===== src/rtl/hps_pkg.sv =====
`timescale 1ns/1ps
package hps_pkg;

   typedef enum logic [2:0] {
      S_IDLE    = 3'd0,
      S_UP_WR   = 3'd1,
      S_UP_WAIT = 3'd2,
      S_PLAY    = 3'd3,
      S_DN_MUTE = 3'd4,
      S_DN_WAIT = 3'd5,
      S_DN_WR   = 3'd6
   } seq_state_t;

   localparam int CODEC_W = 8;

   typedef struct packed {
      logic [CODEC_W-1:0] addr;
      logic [CODEC_W-1:0] data;
   } codec_wr_t;

   function automatic codec_wr_t mk_wr(input logic [CODEC_W-1:0] a,
                                       input logic [CODEC_W-1:0] d);
      codec_wr_t w;
      w.addr = a;
      w.data = d;
      return w;
   endfunction

   // power-register values used on both sides of the sequence
   localparam logic [CODEC_W-1:0] IN_VOL_0DB  = 8'h91;
   localparam logic [CODEC_W-1:0] HP_RAMP_UP  = 8'h79;
   localparam logic [CODEC_W-1:0] HP_ON_QUIET = 8'h39;
   localparam logic [CODEC_W-1:0] HP_OFF      = 8'h09;

endpackage


===== src/rtl/hps_step_rom.sv =====
`timescale 1ns/1ps
module hps_step_rom
   import hps_pkg::*;
#(
   parameter bit                 DUAL_VOL = 1'b1,
   parameter logic [CODEC_W-1:0] OUT_VOL  = 8'h28,
   parameter int                 IDX_W    = 4
) (
   input  logic             dn_i,
   input  logic [IDX_W-1:0] idx_i,
   output codec_wr_t        wr_o,
   output logic             last_o
);

   codec_wr_t up_wr, dn_wr;
   logic      up_last, dn_last;

   generate
      if (DUAL_VOL) begin : g_dual
         always_comb begin
            up_last = 1'b0;
            unique case (idx_i)
               IDX_W'(0): up_wr = mk_wr(8'h05, 8'h27);
               IDX_W'(1): up_wr = mk_wr(8'h0F, 8'h09);
               IDX_W'(2): up_wr = mk_wr(8'h0E, 8'h19);
               IDX_W'(3): up_wr = mk_wr(8'h09, IN_VOL_0DB);
               IDX_W'(4): up_wr = mk_wr(8'h0C, IN_VOL_0DB);
               IDX_W'(5): up_wr = mk_wr(8'h0A, OUT_VOL);
               IDX_W'(6): up_wr = mk_wr(8'h0D, OUT_VOL);
               IDX_W'(7): up_wr = mk_wr(8'h00, 8'h64);
               IDX_W'(8): up_wr = mk_wr(8'h01, HP_ON_QUIET);
               default: begin
                  up_wr   = mk_wr(8'h01, HP_RAMP_UP);
                  up_last = 1'b1;
               end
            endcase
         end
      end else begin : g_linked
         always_comb begin
            up_last = 1'b0;
            unique case (idx_i)
               IDX_W'(0): up_wr = mk_wr(8'h05, 8'h27);
               IDX_W'(1): up_wr = mk_wr(8'h0F, 8'h09);
               IDX_W'(2): up_wr = mk_wr(8'h0E, 8'h19);
               IDX_W'(3): up_wr = mk_wr(8'h09, IN_VOL_0DB);
               IDX_W'(4): up_wr = mk_wr(8'h0A, OUT_VOL);
               IDX_W'(5): up_wr = mk_wr(8'h00, 8'h64);
               IDX_W'(6): up_wr = mk_wr(8'h01, HP_ON_QUIET);
               default: begin
                  up_wr   = mk_wr(8'h01, HP_RAMP_UP);
                  up_last = 1'b1;
               end
            endcase
         end
      end
   endgenerate

   always_comb begin
      dn_last = 1'b0;
      unique case (idx_i)
         IDX_W'(0): dn_wr = mk_wr(8'h01, HP_ON_QUIET);
         IDX_W'(1): dn_wr = mk_wr(8'h01, HP_OFF);
         IDX_W'(2): dn_wr = mk_wr(8'h00, 8'h40);
         IDX_W'(3): dn_wr = mk_wr(8'h0E, 8'h11);
         default: begin
            dn_wr   = mk_wr(8'h0F, 8'h08);
            dn_last = 1'b1;
         end
      endcase
   end

   assign wr_o   = dn_i ? dn_wr   : up_wr;
   assign last_o = dn_i ? dn_last : up_last;

endmodule


===== src/rtl/hps_ramp_timer.sv =====
`timescale 1ns/1ps
module hps_ramp_timer #(
   parameter int RAMP_MS = 500
) (
   input  logic clk,
   input  logic rst_n,
   input  logic clr_i,
   input  logic run_i,
   input  logic tick_i,
   output logic expire_o
);

   localparam int CNT_W = $clog2(RAMP_MS + 1);
   localparam logic [CNT_W-1:0] LAST_CNT = CNT_W'(RAMP_MS - 1);

   logic [CNT_W-1:0] cnt_q;

   always_ff @(posedge clk or negedge rst_n) begin
      if (!rst_n)
         cnt_q <= '0;
      else if (clr_i)
         cnt_q <= '0;
      else if (run_i && tick_i)
         cnt_q <= cnt_q + CNT_W'(1);
   end

   assign expire_o = run_i && tick_i && (cnt_q == LAST_CNT);

endmodule


===== src/rtl/hps_wr_port.sv =====
`timescale 1ns/1ps
module hps_wr_port #(
   parameter int ADDR_W = 8,
   parameter int DATA_W = 8
) (
   input  logic              clk,
   input  logic              rst_n,
   input  logic              load_i,
   input  logic [ADDR_W-1:0] ld_addr_i,
   input  logic [DATA_W-1:0] ld_data_i,
   input  logic              ready_i,
   output logic              valid_o,
   output logic [ADDR_W-1:0] addr_o,
   output logic [DATA_W-1:0] data_o,
   output logic              done_o
);

   always_ff @(posedge clk or negedge rst_n) begin
      if (!rst_n) begin
         valid_o <= 1'b0;
         addr_o  <= '0;
         data_o  <= '0;
      end else if (load_i) begin
         valid_o <= 1'b1;
         addr_o  <= ld_addr_i;
         data_o  <= ld_data_i;
      end else if (valid_o && ready_i) begin
         valid_o <= 1'b0;
      end
   end

   assign done_o = valid_o && ready_i;

endmodule


===== src/rtl/hp_playback_seq.sv =====
`timescale 1ns/1ps
module hp_playback_seq
   import hps_pkg::*;
#(
   parameter int                 ADDR_W   = 8,
   parameter int                 DATA_W   = 8,
   parameter int                 RAMP_MS  = 500,
   parameter bit                 DUAL_VOL = 1'b1,
   parameter logic [CODEC_W-1:0] OUT_VOL  = 8'h28
) (
   input  logic              clk,
   input  logic              rst_n,
   input  logic              start_i,
   input  logic              stop_i,
   input  logic              ms_tick_i,
   output logic              wr_valid_o,
   input  logic              wr_ready_i,
   output logic [ADDR_W-1:0] wr_addr_o,
   output logic [DATA_W-1:0] wr_data_o,
   output logic              busy_o,
   output logic              playing_o
);

   localparam int UP_LEN = DUAL_VOL ? 10 : 8;
   localparam int DN_LEN = 5;
   localparam int MAX_LEN = (UP_LEN > DN_LEN) ? UP_LEN : DN_LEN;
   localparam int IDX_W  = $clog2(MAX_LEN);

   generate
      if (ADDR_W < CODEC_W) begin : g_bad_addr
         $error("ADDR_W must be at least 8");
      end
      if (DATA_W < CODEC_W) begin : g_bad_data
         $error("DATA_W must be at least 8");
      end
      if (RAMP_MS < 1) begin : g_bad_ramp
         $error("RAMP_MS must be at least 1");
      end
   endgenerate

   seq_state_t       state_q, state_d;
   logic [IDX_W-1:0] idx_q, ld_idx;
   logic             ld_dn, load, last_q;
   logic             tmr_clr, tmr_run, tmr_expire;
   logic             wr_done;
   codec_wr_t        rom_wr;
   logic             rom_last;

   hps_step_rom #(
      .DUAL_VOL (DUAL_VOL),
      .OUT_VOL  (OUT_VOL),
      .IDX_W    (IDX_W)
   ) u_rom (
      .dn_i   (ld_dn),
      .idx_i  (ld_idx),
      .wr_o   (rom_wr),
      .last_o (rom_last)
   );

   hps_wr_port #(
      .ADDR_W (ADDR_W),
      .DATA_W (DATA_W)
   ) u_port (
      .clk       (clk),
      .rst_n     (rst_n),
      .load_i    (load),
      .ld_addr_i (ADDR_W'(rom_wr.addr)),
      .ld_data_i (DATA_W'(rom_wr.data)),
      .ready_i   (wr_ready_i),
      .valid_o   (wr_valid_o),
      .addr_o    (wr_addr_o),
      .data_o    (wr_data_o),
      .done_o    (wr_done)
   );

   assign tmr_run = (state_q == S_UP_WAIT) || (state_q == S_DN_WAIT);

   hps_ramp_timer #(
      .RAMP_MS (RAMP_MS)
   ) u_timer (
      .clk      (clk),
      .rst_n    (rst_n),
      .clr_i    (tmr_clr),
      .run_i    (tmr_run),
      .tick_i   (ms_tick_i),
      .expire_o (tmr_expire)
   );

   always_comb begin
      state_d = state_q;
      load    = 1'b0;
      ld_dn   = 1'b0;
      ld_idx  = idx_q;
      tmr_clr = 1'b0;
      unique case (state_q)
         S_IDLE: begin
            if (start_i) begin
               load    = 1'b1;
               ld_idx  = '0;
               state_d = S_UP_WR;
            end
         end
         S_UP_WR: begin
            if (wr_done) begin
               if (last_q) begin
                  tmr_clr = 1'b1;
                  state_d = S_UP_WAIT;
               end else begin
                  load   = 1'b1;
                  ld_idx = idx_q + IDX_W'(1);
               end
            end
         end
         S_UP_WAIT: begin
            if (tmr_expire) state_d = S_PLAY;
         end
         S_PLAY: begin
            if (stop_i) begin
               load    = 1'b1;
               ld_dn   = 1'b1;
               ld_idx  = '0;
               state_d = S_DN_MUTE;
            end
         end
         S_DN_MUTE: begin
            ld_dn = 1'b1;
            if (wr_done) begin
               tmr_clr = 1'b1;
               state_d = S_DN_WAIT;
            end
         end
         S_DN_WAIT: begin
            ld_dn = 1'b1;
            if (tmr_expire) begin
               load    = 1'b1;
               ld_idx  = IDX_W'(1);
               state_d = S_DN_WR;
            end
         end
         S_DN_WR: begin
            ld_dn = 1'b1;
            if (wr_done) begin
               if (last_q) begin
                  state_d = S_IDLE;
               end else begin
                  load   = 1'b1;
                  ld_idx = idx_q + IDX_W'(1);
               end
            end
         end
         default: state_d = S_IDLE;
      endcase
   end

   always_ff @(posedge clk or negedge rst_n) begin
      if (!rst_n) begin
         state_q <= S_IDLE;
         idx_q   <= '0;
         last_q  <= 1'b0;
      end else begin
         state_q <= state_d;
         if (load) begin
            idx_q  <= ld_idx;
            last_q <= rom_last;
         end
      end
   end

   assign busy_o    = (state_q != S_IDLE) && (state_q != S_PLAY);
   assign playing_o = (state_q == S_PLAY);

endmodule


===== config.mk =====
export PLATFORM = sky130hd
export DESIGN_NAME = hp_playback_seq
export DESIGN_NICKNAME = d
export VERILOG_FILES = /design/src/rtl/hps_pkg.sv /design/src/rtl/hps_step_rom.sv /design/src/rtl/hps_ramp_timer.sv /design/src/rtl/hps_wr_port.sv /design/src/rtl/hp_playback_seq.sv
export SDC_FILE = /design/constraint.sdc
export NUM_CORES = 1
export LEC_CHECK = 0
export BUFFER_PORTS_ARGS = -buffer_cell sky130_fd_sc_hd__buf_2
export CAP_MARGIN = 10
export CORE_MARGIN = 2
export CORE_UTILIZATION = 33
export CTS_BUF_LIST = sky130_fd_sc_hd__clkbuf_4
export CTS_CLUSTER_SIZE = 20
export DETAILED_ROUTE_END_ITERATION = 12
export PLACE_DENSITY = 0.49
export SLEW_MARGIN = 40
export SYNTH_ARGS = -nofsm -noshare
export SYNTH_HDL_FRONTEND = slang
export SYNTH_SLANG_ARGS = --single-unit

===== constraint.sdc =====
create_clock -name clk -period 3.8 [get_ports clk]
set_input_delay 0.76 -clock clk [delete_from_list [all_inputs] [get_ports clk]]
set_output_delay 0.76 -clock clk [all_outputs]
set_load 0.05 [all_outputs]

# Yosys cells after proc, flatten, opt, wreduce, memory -nomap -nowiden
# Index checks and enable logic that the tools add are counted.
# classes
eq_ne,25
n_reduce_logical,15
muxes,37
n_addsub,2
# op_table
cell,count
$pmux 12 s9,1
$pmux 12 s4,1
$mux 3,9
$pmux 3 s7,1
$mux 4,5
$mux 9,2
$eq 4x3->1 const B,4
$pmux 4 s4,1
$mux 1,13
$mux 12,1
$ne 2x2->1 const B,6
$add 9x1->9 const B,1
$eq 3x3->1 const B,3
$eq 9x9->1 const B,1
$reduce_and 9->1,1
$reduce_or 9->1,1
$eq 4x2->1 const B,2
$eq 3x2->1 const B,2
$ne 2x1->1 const B,3
$add 4x1->4 const B,1
$eq 4x1->1 const B,1
$eq 4x4->1 const B,1
$logic_and 1x1->1,4
$logic_not 4->1,1
other kinds (11),13
# word_totals
out_inout_bits,19
word_cells,86
in_bits,6
register_bits,34

# Longest topological paths before layout
# Gate-level depths: netlist of run 1.
# depth
ltp_word,10
depth_mapped,10
depth_no_buf,9

# Hierarchy
# A second synthesis of run 1 with hierarchy kept.
# unflattened
hier_cells,237
hier_area_um2,2274.7
# by_module_without_submodules
module,instances,seq_area_each_um2,cells_per_inst,area_per_inst_um2
hp_playback_seq,1,200.2,92,735.7
hps_wr_port,1,425.4,38,689.4
hps_ramp_timer,1,225.2,48,457.9
hps_step_rom,1,0.0,59,391.6

# Worst setup path after synthesis of run 1
# No wires, ideal clock.
# synth_path
path_type,register to register
from,reg u_port.valid_o
to,reg u_port.data_o[6]
setup_time_ns,0.128
synth_period_minus_slack_ns,2.436
slack_ns,1.364
required_ns,3.672
t_arrival_ns,2.307
path_stages_with_launch,10
path_buffers,1
cell_sequence,dfrtp_1 -> nand4bb_1 -> a221oi_4 -> o32a_1 -> and2_1 -> buf_6 -> inv_4 -> or3_1 -> a21oi_2 -> a211oi_1
# synth_via
elab_chain_len,6
elab_cells_between_ends,17
cone_classes,8 x eq/ne; 7 x mux; 2 x reduce/logical
# synth_rtl
element,line_no,rtl
"start, declared",hps_wr_port.sv:12,"output logic valid_o,"
"start signal, assigned",hps_wr_port.sv:20,valid_o <= 1'b0;
"start signal, assigned",hps_wr_port.sv:24,valid_o <= 1'b1;
"start signal, assigned",hps_wr_port.sv:28,valid_o <= 1'b0;
$logic_and 1x1->1 *,hps_wr_port.sv:32,assign done_o = valid_o && ready_i;
$mux 4,hp_playback_seq.sv:104,if (wr_done) begin
$pmux 4 s4,hp_playback_seq.sv:95,unique case (state_q)
"$eq 4x4->1, or another cell as far along",hps_step_rom.sv:22,unique case (idx_i)
$pmux 12 s9 / $pmux 12 s4 (equally long branches),"hps_step_rom.sv:22, hps_step_rom.sv:60",
$mux 12,hps_step_rom.sv:72,assign wr_o = dn_i ? dn_wr : up_wr;
"end signal, assigned",hps_wr_port.sv:26,data_o <= ld_data_i;
"end, declared",hps_wr_port.sv:14,"output logic [DATA_W-1:0] data_o,"
# Mark *: on every way between the ends. The rest lies on a longest branch, timed or not.
# A chain may end at the register's enable or synchronous reset.

# Worst setup path in the final report of run 1
# layout_path
from,reg state_q[1]
to,reg u_port.data_o[6]
# layout_via
elab_chain_len,9
elab_cells_between_ends,29
cone_classes,14 x eq/ne; 8 x mux; 7 x reduce/logical
# layout_rtl
element,line_no,rtl
"start, declared",hp_playback_seq.sv:41,"seq_state_t state_q, state_d;"
"start signal, assigned",hp_playback_seq.sv:161,state_q <= state_d;
$eq 3x2->1 / $eq 3x3->1 (equally long branches),"hp_playback_seq.sv:76, hp_playback_seq.sv:95",
$logic_or 1x1->1,hp_playback_seq.sv:76,assign tmr_run = (state_q == S_UP_WAIT) || (state_q == S_DN_WAIT);
$logic_and 1x1->1 (2 in series),hps_ramp_timer.sv:27,assign expire_o = run_i && tick_i && (cnt_q == LAST_CNT);
$mux 4,hp_playback_seq.sv:134,if (tmr_expire) begin
$pmux 4 s4,hp_playback_seq.sv:95,
"$eq 4x4->1, or another cell as far along",hps_step_rom.sv:22,
$pmux 12 s9 / $pmux 12 s4 (equally long branches),"hps_step_rom.sv:22, hps_step_rom.sv:60",
$mux 12,hps_step_rom.sv:72,
# Several ways; a longest one is shown, not always the timed one.

==> run summary, run 1 <==
Worst VDD drop: 321 uV
Fill cells: 605
Status: complete, no violations
Largest family of logic cells by synthesized area: simple AND/OR/NAND/NOR gates
R2R depth: 8
Fin cells: 307
Port bufs: 20
Worst slew margin: 50.0%
Reg2reg start: state_q[1]
Final Max Slew Viols: 0
Area delta synth->final: 9.00%
Post-synth ARST share: 100%
Core box area: 0.00561 mm2
Total track usage: 14.9%
Worst path required time: 4.01 ns
Total CTS buffers: 5
Worst Max-Slew Pin Slew: 0.750 ns
Pin count of the biggest net entering global routing: 31
Setup bufs post-CTS: 0
Register Area: 751 um2
Most common cell in the synthesized netlist: dfrtp_1
Die ar.: 0.00653 mm2
Post-Route Skew: 0.00368 ns
Mux share of post-synthesis cell area: 1.09%
Adder-cell area share of the yosys netlist: 1.29%
WL/cell: 14.4 um
Ant diodes: 0
Worst Path Arrival: 2.89 ns
Die height: 80.8 um
Post-synth EDFFs: 0
Ranking of synthesized cells by area: dfrtp_1 (39%), nor2_1 (4.8%), nand2_1 (4.2%)
Synthesized area: 0.00195 mm2
CP cell instances: nand2b_1 > a221oi_4 > o32a_1 > and2_1 > inv_4 > or3_1 > a21oi_2 > a211oi_1
Initial Util: 34.7%
Hold_buf cts: 0
Share of layout cells above drive strength 1: 17.4%
First-pass GRT wire length: 7.49 mm
Fmax: 373 MHz
Drt pass-1 iters: 4
Post-DR vias/cell: 5.34
RD Place Congestion: 0.781
Worst setup margin: 1.12 ns
RSZ-0062 raised after global routing: no
Crit path max-delay cell type: dfrtp_1
Worst setup endpoint: u_port.data_o[6]
R2r setup slk: 1.12 ns
RR Endpoint: u_port.data_o[6]
GRT overflow: 0
Vias post-DR: 1640
Syn avg cell area: 8.97 um2
Fin. Hold Viols: 0
Area of the multi-input gates: 0.00110 mm2
Share of the synthesized area in the top cell type: 38.6%
CTS tree: yes
Rows: 27
Clock Latency Late Sink: 0.32 ns
Initial DRC count: 78
Cells after Synth: 217
CTS resizes: 0
Post-Route WL: 4.41 mm
H-tree Lvls: 2
Root Driver: clkbuf_4
Setup violations, final: 0
Pwr Total: 1.81 mW
Simple logic cell fraction of the synthesized area: 27.8%
Placed Cells: 301
Dpl hpwl: 3.12 mm
Crit path largest cell delay: 0.57 ns
Initial antenna violation count: 0
Max FO, Critical Path: 16
Clk buf depth: 2
Post-synthesis sequential area ratio: 38.6%
Hold WC Path Type: input pin to async pin
Max-Cap Viols: 0
Part of the cycle the worst path needs: 70.5%
Post-route cell area: 0.00212 mm2
Synthesis Warnings: 0
Seq cells post-synth: 30
Power density over the cells: 855 mW/mm2
Antenna-violating nets left: 0
Placed cell areas: 0.00208 mm2
Setup TNS: 0 ns
NumNets Final: 244
Worst-path clk slew: 0.10 ns
Placement Setup Slack: 0.930 ns
I/O Pins: 25
CTS Sinks: 30
Compound-cell area share of the yosys netlist: 21.5%
Post-Synth XOR/XNOR Area: 4.05%
Netlist cell types: 63
Leak: 0.958 nW
Vias in the first global route: 1560
CP Class: flop to flop
DRC violations left: 0
Post-synth top cells: dfrtp_1 (30), nor2_1 (25), nand2_1 (22)
Die X-Extent: 80.8 um
Worst setup EP type: flop
Fin crit period: 2.68 ns
Largest area contributor in the netlist: dfrtp_1
CP startpoint: state_q[1]
Crit path launch type: flop
Primary FF master, synth: dfrtp_1
==> worst min path at each step <==
stage / from / endpoint / cells after the start
detailed placement: u_port.data_o[3] / u_port.data_o[3] / 2
floorplan: rst_n / idx_q[0] / 0
finish: rst_n / u_port.data_o[4] / 1
CTS: rst_n / u_timer.cnt_q[1] / 1
global placement: u_port.data_o[3] / u_port.data_o[3] / 2
global route: rst_n / u_timer.cnt_q[1] / 1
==> final cells by class <==
type,count,area share [%]
Tap cell,72,4.25
Inverter,7,1.36
Clock inverter,1,0.177
Clock buffer,5,1.77
Timing Repair Buffer,21,5.07
Multi-Input combinational cell,171,52.0
Sequential cell,30,35.4
==> through the flow <==
stage / utilization [%] / hold slack, ns
5_1_grt: 37.8 / 0.516
2_1_floorplan: - / 0.464
3_3_place_gp: 37.0 / 0.464
4_1_cts: 37.8 / 0.492
6_report: 37.8 / 0.467
3_5_place_dp: 37.1 / 0.473
==> power by group <==
group          internal, mW  leakage [nW]  switching, mW  total [mW]
Sequential            0.426         0.384          0.132       0.557
Clock                0.0632        0.0246          0.113       0.176
Combinational         0.364         0.549          0.717        1.08
==> cells in the final DEF, fill, tap and decap left out, drive strengths merged, types with 3 or more instances in the layout <==
cell type and n:
xor2 3, inv 7, a221oi 3, dfrtp 30, conb 4, nand3 10, nand2 22, buf 21
or3 3, nor2 26, nand4 5, clkbuf 5, a21oi 6, nand2b 3, a22o 4, a211oi 3
and3b 3, o21ai 15, nor3 6, a31oi 3, xnor2 6, nor3b 4, and2 5
==> per-layer routing <==
metal | track usage, % | vias up | part of all wire [%]
li1 | - | 832 | -
met1 | 22.2 | 765 | 52
met2 | 21.3 | 37 | 43
met3 | 2.67 | 6 | 3.3
met4 | 5.59 | 0 | 1.6
met5 | 0 | - | 0
==> kinds of logic (layout without fill, tap and decap cells) <==
group                    Yosys count  after routing
AND/OR/NAND/NOR                   98             98
AO/OA/AOI/OAI                     56             56
flip-flops                        30             30
buffers and inverters             19             34
XOR/XNOR                           9              9
adder cells (fa/ha/maj)            2              2
multiplexers                       2              2
other                              1              4
==> sequential cells by signal, summed over array words and instances (netlist names) <==
name	cells
u_timer.cnt_q	9
u_port.data_o	8
idx_q	4
u_port.addr_o	4
state_q	3
last_q	1
u_port.valid_o	1
==> critical path, delay by kind of cell (launching register included) <==
family / cells / cell delay (ns)
AND/OR/NAND/NOR: 3 / 1.04
AO/OA/AOI/OAI: 4 / 0.86
flip-flops: 1 / 0.57
buffers and inverters: 1 / 0.10
Note: power is estimated with default switching activity, not from simulation.
==> run 2, diff against run 1 <==
Clock period 3.8 ns to 2.7 ns, I/O delays scaled along.
==> run summary, run 2 (synthesis results as in run 1) <==
Fmax: 405 MHz (+8.5%)
H-tree Lvls: 2 (unchanged)
Reg2reg start: state_q[2]
Worst Max-Slew Pin Slew: 0.706 ns (-0.0447 ns)
Area delta synth->final: 12.1%
NumNets Final: 251 (+2.9%)
Rows: 27 (unchanged)
Crit path max-delay cell type: dfrtp_1
CTS tree: yes
R2R depth: 8 (unchanged)
Largest Register: u_timer.cnt_q
Crit path largest cell delay: 0.64 ns (+0.07 ns)
Share of layout cells above drive strength 1: 20.1% (+2.6 points)
R2r setup slk: 0.23 ns (-0.89 ns)
CTS Sinks: 30 (unchanged)
Die height: 80.8 um (unchanged)
Worst setup EP type: flop
Root Driver: clkbuf_4
Drt pass-1 iters: 4 (unchanged)
Leak: 1.00 nW (+4.5%)
GRT overflow: 0 (unchanged)
Worst Path Arrival: 2.68 ns (-0.21 ns)
WL/cell: 14.6 um (+1.6%)
Post-Route Skew: 0.00540 ns (+0.00171 ns)
Clock Latency Late Sink: 0.33 ns (about the same)
Power density over the cells: 1200 mW/mm2 (+41%)
CP Class: flop to flop
Die ar.: 0.00653 mm2 (unchanged)
Cell family contributing the most delay on the critical path: simple AND/OR/NAND/NOR gates
Max FFs per register: 9 (unchanged)
Max FO, Critical Path: 12 (-4)
RD Place Congestion: 0.819 (+4.8%)
CTS resizes: 0 (unchanged)
Most frequent cells in the layout: dfrtp_1 (30), nor2_1 (25), nand2_1 (22), buf_2 (20), o21ai_0 (12)
Initial antenna violation count: 0 (unchanged)
Largest regs: u_timer.cnt_q: 9 flops, u_port.data_o: 8 flops
Pwr Total: 2.63 mW (+45%)
Setup TNS: 0 ns (unchanged)
Ant diodes: 0 (unchanged)
I/O Pins: 25 (unchanged)
Hold WC Path Type: input pin to async pin
DRC violations left: 0 (unchanged)
RR Endpoint: u_port.data_o[6]
Final Max Slew Viols: 0 (unchanged)
Worst VDD drop: 520 uV (+62%)
Pin count of the biggest net entering global routing: 31 (unchanged)
Vias in the first global route: 1558 (-0.13%)
RSZ-0062 raised after global routing: no
Worst slew margin: 53.0% (+3.0 points)
Antenna-violating nets left: 0 (unchanged)
Part of the cycle the worst path needs: 91.5% (+21 points)
Core box area: 0.00561 mm2 (unchanged)
First-pass GRT wire length: 7.51 mm (+0.28%)
Vias post-DR: 1670 (+1.8%)
Max-Cap Viols: 0 (unchanged)
Die X-Extent: 80.8 um (unchanged)
Total track usage: 15.0% (+0.069 points)
Worst path required time: 2.91 ns (-1.10 ns)
Post-DR vias/cell: 5.28 (-1.1%)
Fin crit period: 2.47 ns (-0.211 ns)
Setup bufs post-CTS: 0 (unchanged)
Initial DRC count: 78 (unchanged)
Commonest non-fill, non-tap cell in the layout: dfrtp_1
CP cell instances: and3b_1 > nand4_2 > nor3b_4 > a21oi_4 > inv_2 > or3_1 > a21oi_2 > a211oi_1
Post-Route WL: 4.61 mm (+4.5%)
Clk buf depth: 2 (unchanged)
Port bufs: 20 (unchanged)
Crit path launch type: flop
Setup violations, final: 0 (unchanged)
Worst-path clk slew: 0.10 ns (about the same)
Total CTS buffers: 5 (unchanged)
Status: complete, no violations
Hold_buf cts: 0 (unchanged)
Fin. Hold Viols: 0 (unchanged)
Dpl hpwl: 3.34 mm (+7.1%)
Initial Util: 34.7% (unchanged)
Worst Path Buf+Inv: 1 (unchanged)
run 2: cell types whose count changed in the layout (fill, tap and decap cells not counted), sizes merged:
| cell | previous run | this run |
|---|---|---|
| buf | 21 | 28 |
| clkbuf | 5 | 6 |
| clkinv | 1 | 2 |
run 2: worst max-delay path by stage:
stage,from,to,slack (ns),cells past startpoint
2_1_floorplan,u_port.valid_o,u_port.data_o[6],0.26,9
3_3_place_gp,wr_ready_i,u_port.data_o[6],0.23,9
3_5_place_dp,wr_ready_i,u_port.data_o[6],0.19,9
4_1_cts,state_q[2],u_port.data_o[6],0.24,8
5_1_grt,idx_q[1],u_port.addr_o[1],0.04,8
6_report,state_q[2],u_port.data_o[6],0.23,8
run 2: where the power goes:
group / internal, mW / total (mW) / switching [mW]
logic: 0.551 / 1.60 / 1.04
registers: 0.600 / 0.758 / 0.159
clock network: 0.108 / 0.275 / 0.167
run 2: per-stage QoR:
stage	utilization [%]	hold WS, ns	std cells	area (um2)	setup WS [ns]
4_1_cts	38.9	0.258	316	2180	0.245
5_1_grt	38.9	0.290	316	2180	0.0365
3_5_place_dp	38.0	0.475	308	2130	0.191
2_1_floorplan	-	0.244	220	1960	0.264
6_report	38.9	0.248	316	2180	0.230
3_3_place_gp	38.0	0.466	308	2130	0.232
run 2: area by class of cell:
| type | count | area (um2) |
|---|---|---|
| clock inverter | 2 | 8.76 |
| clock buffer | 6 | 45.0 |
| multi-input combinational | 171 | 1100 |
| timing repair buffer | 28 | 160 |
| fill | 618 | 3430 |
| tap | 72 | 90.1 |
| inverter | 7 | 28.8 |
| sequential | 30 | 751 |
run 2: metal layers:
metal  global-route usage [%]  routed length [um]
met1                     22.0                2390
met2                     21.1                1930
met3                     2.67                 200
met4                     6.95                  85
met5                        0                   0
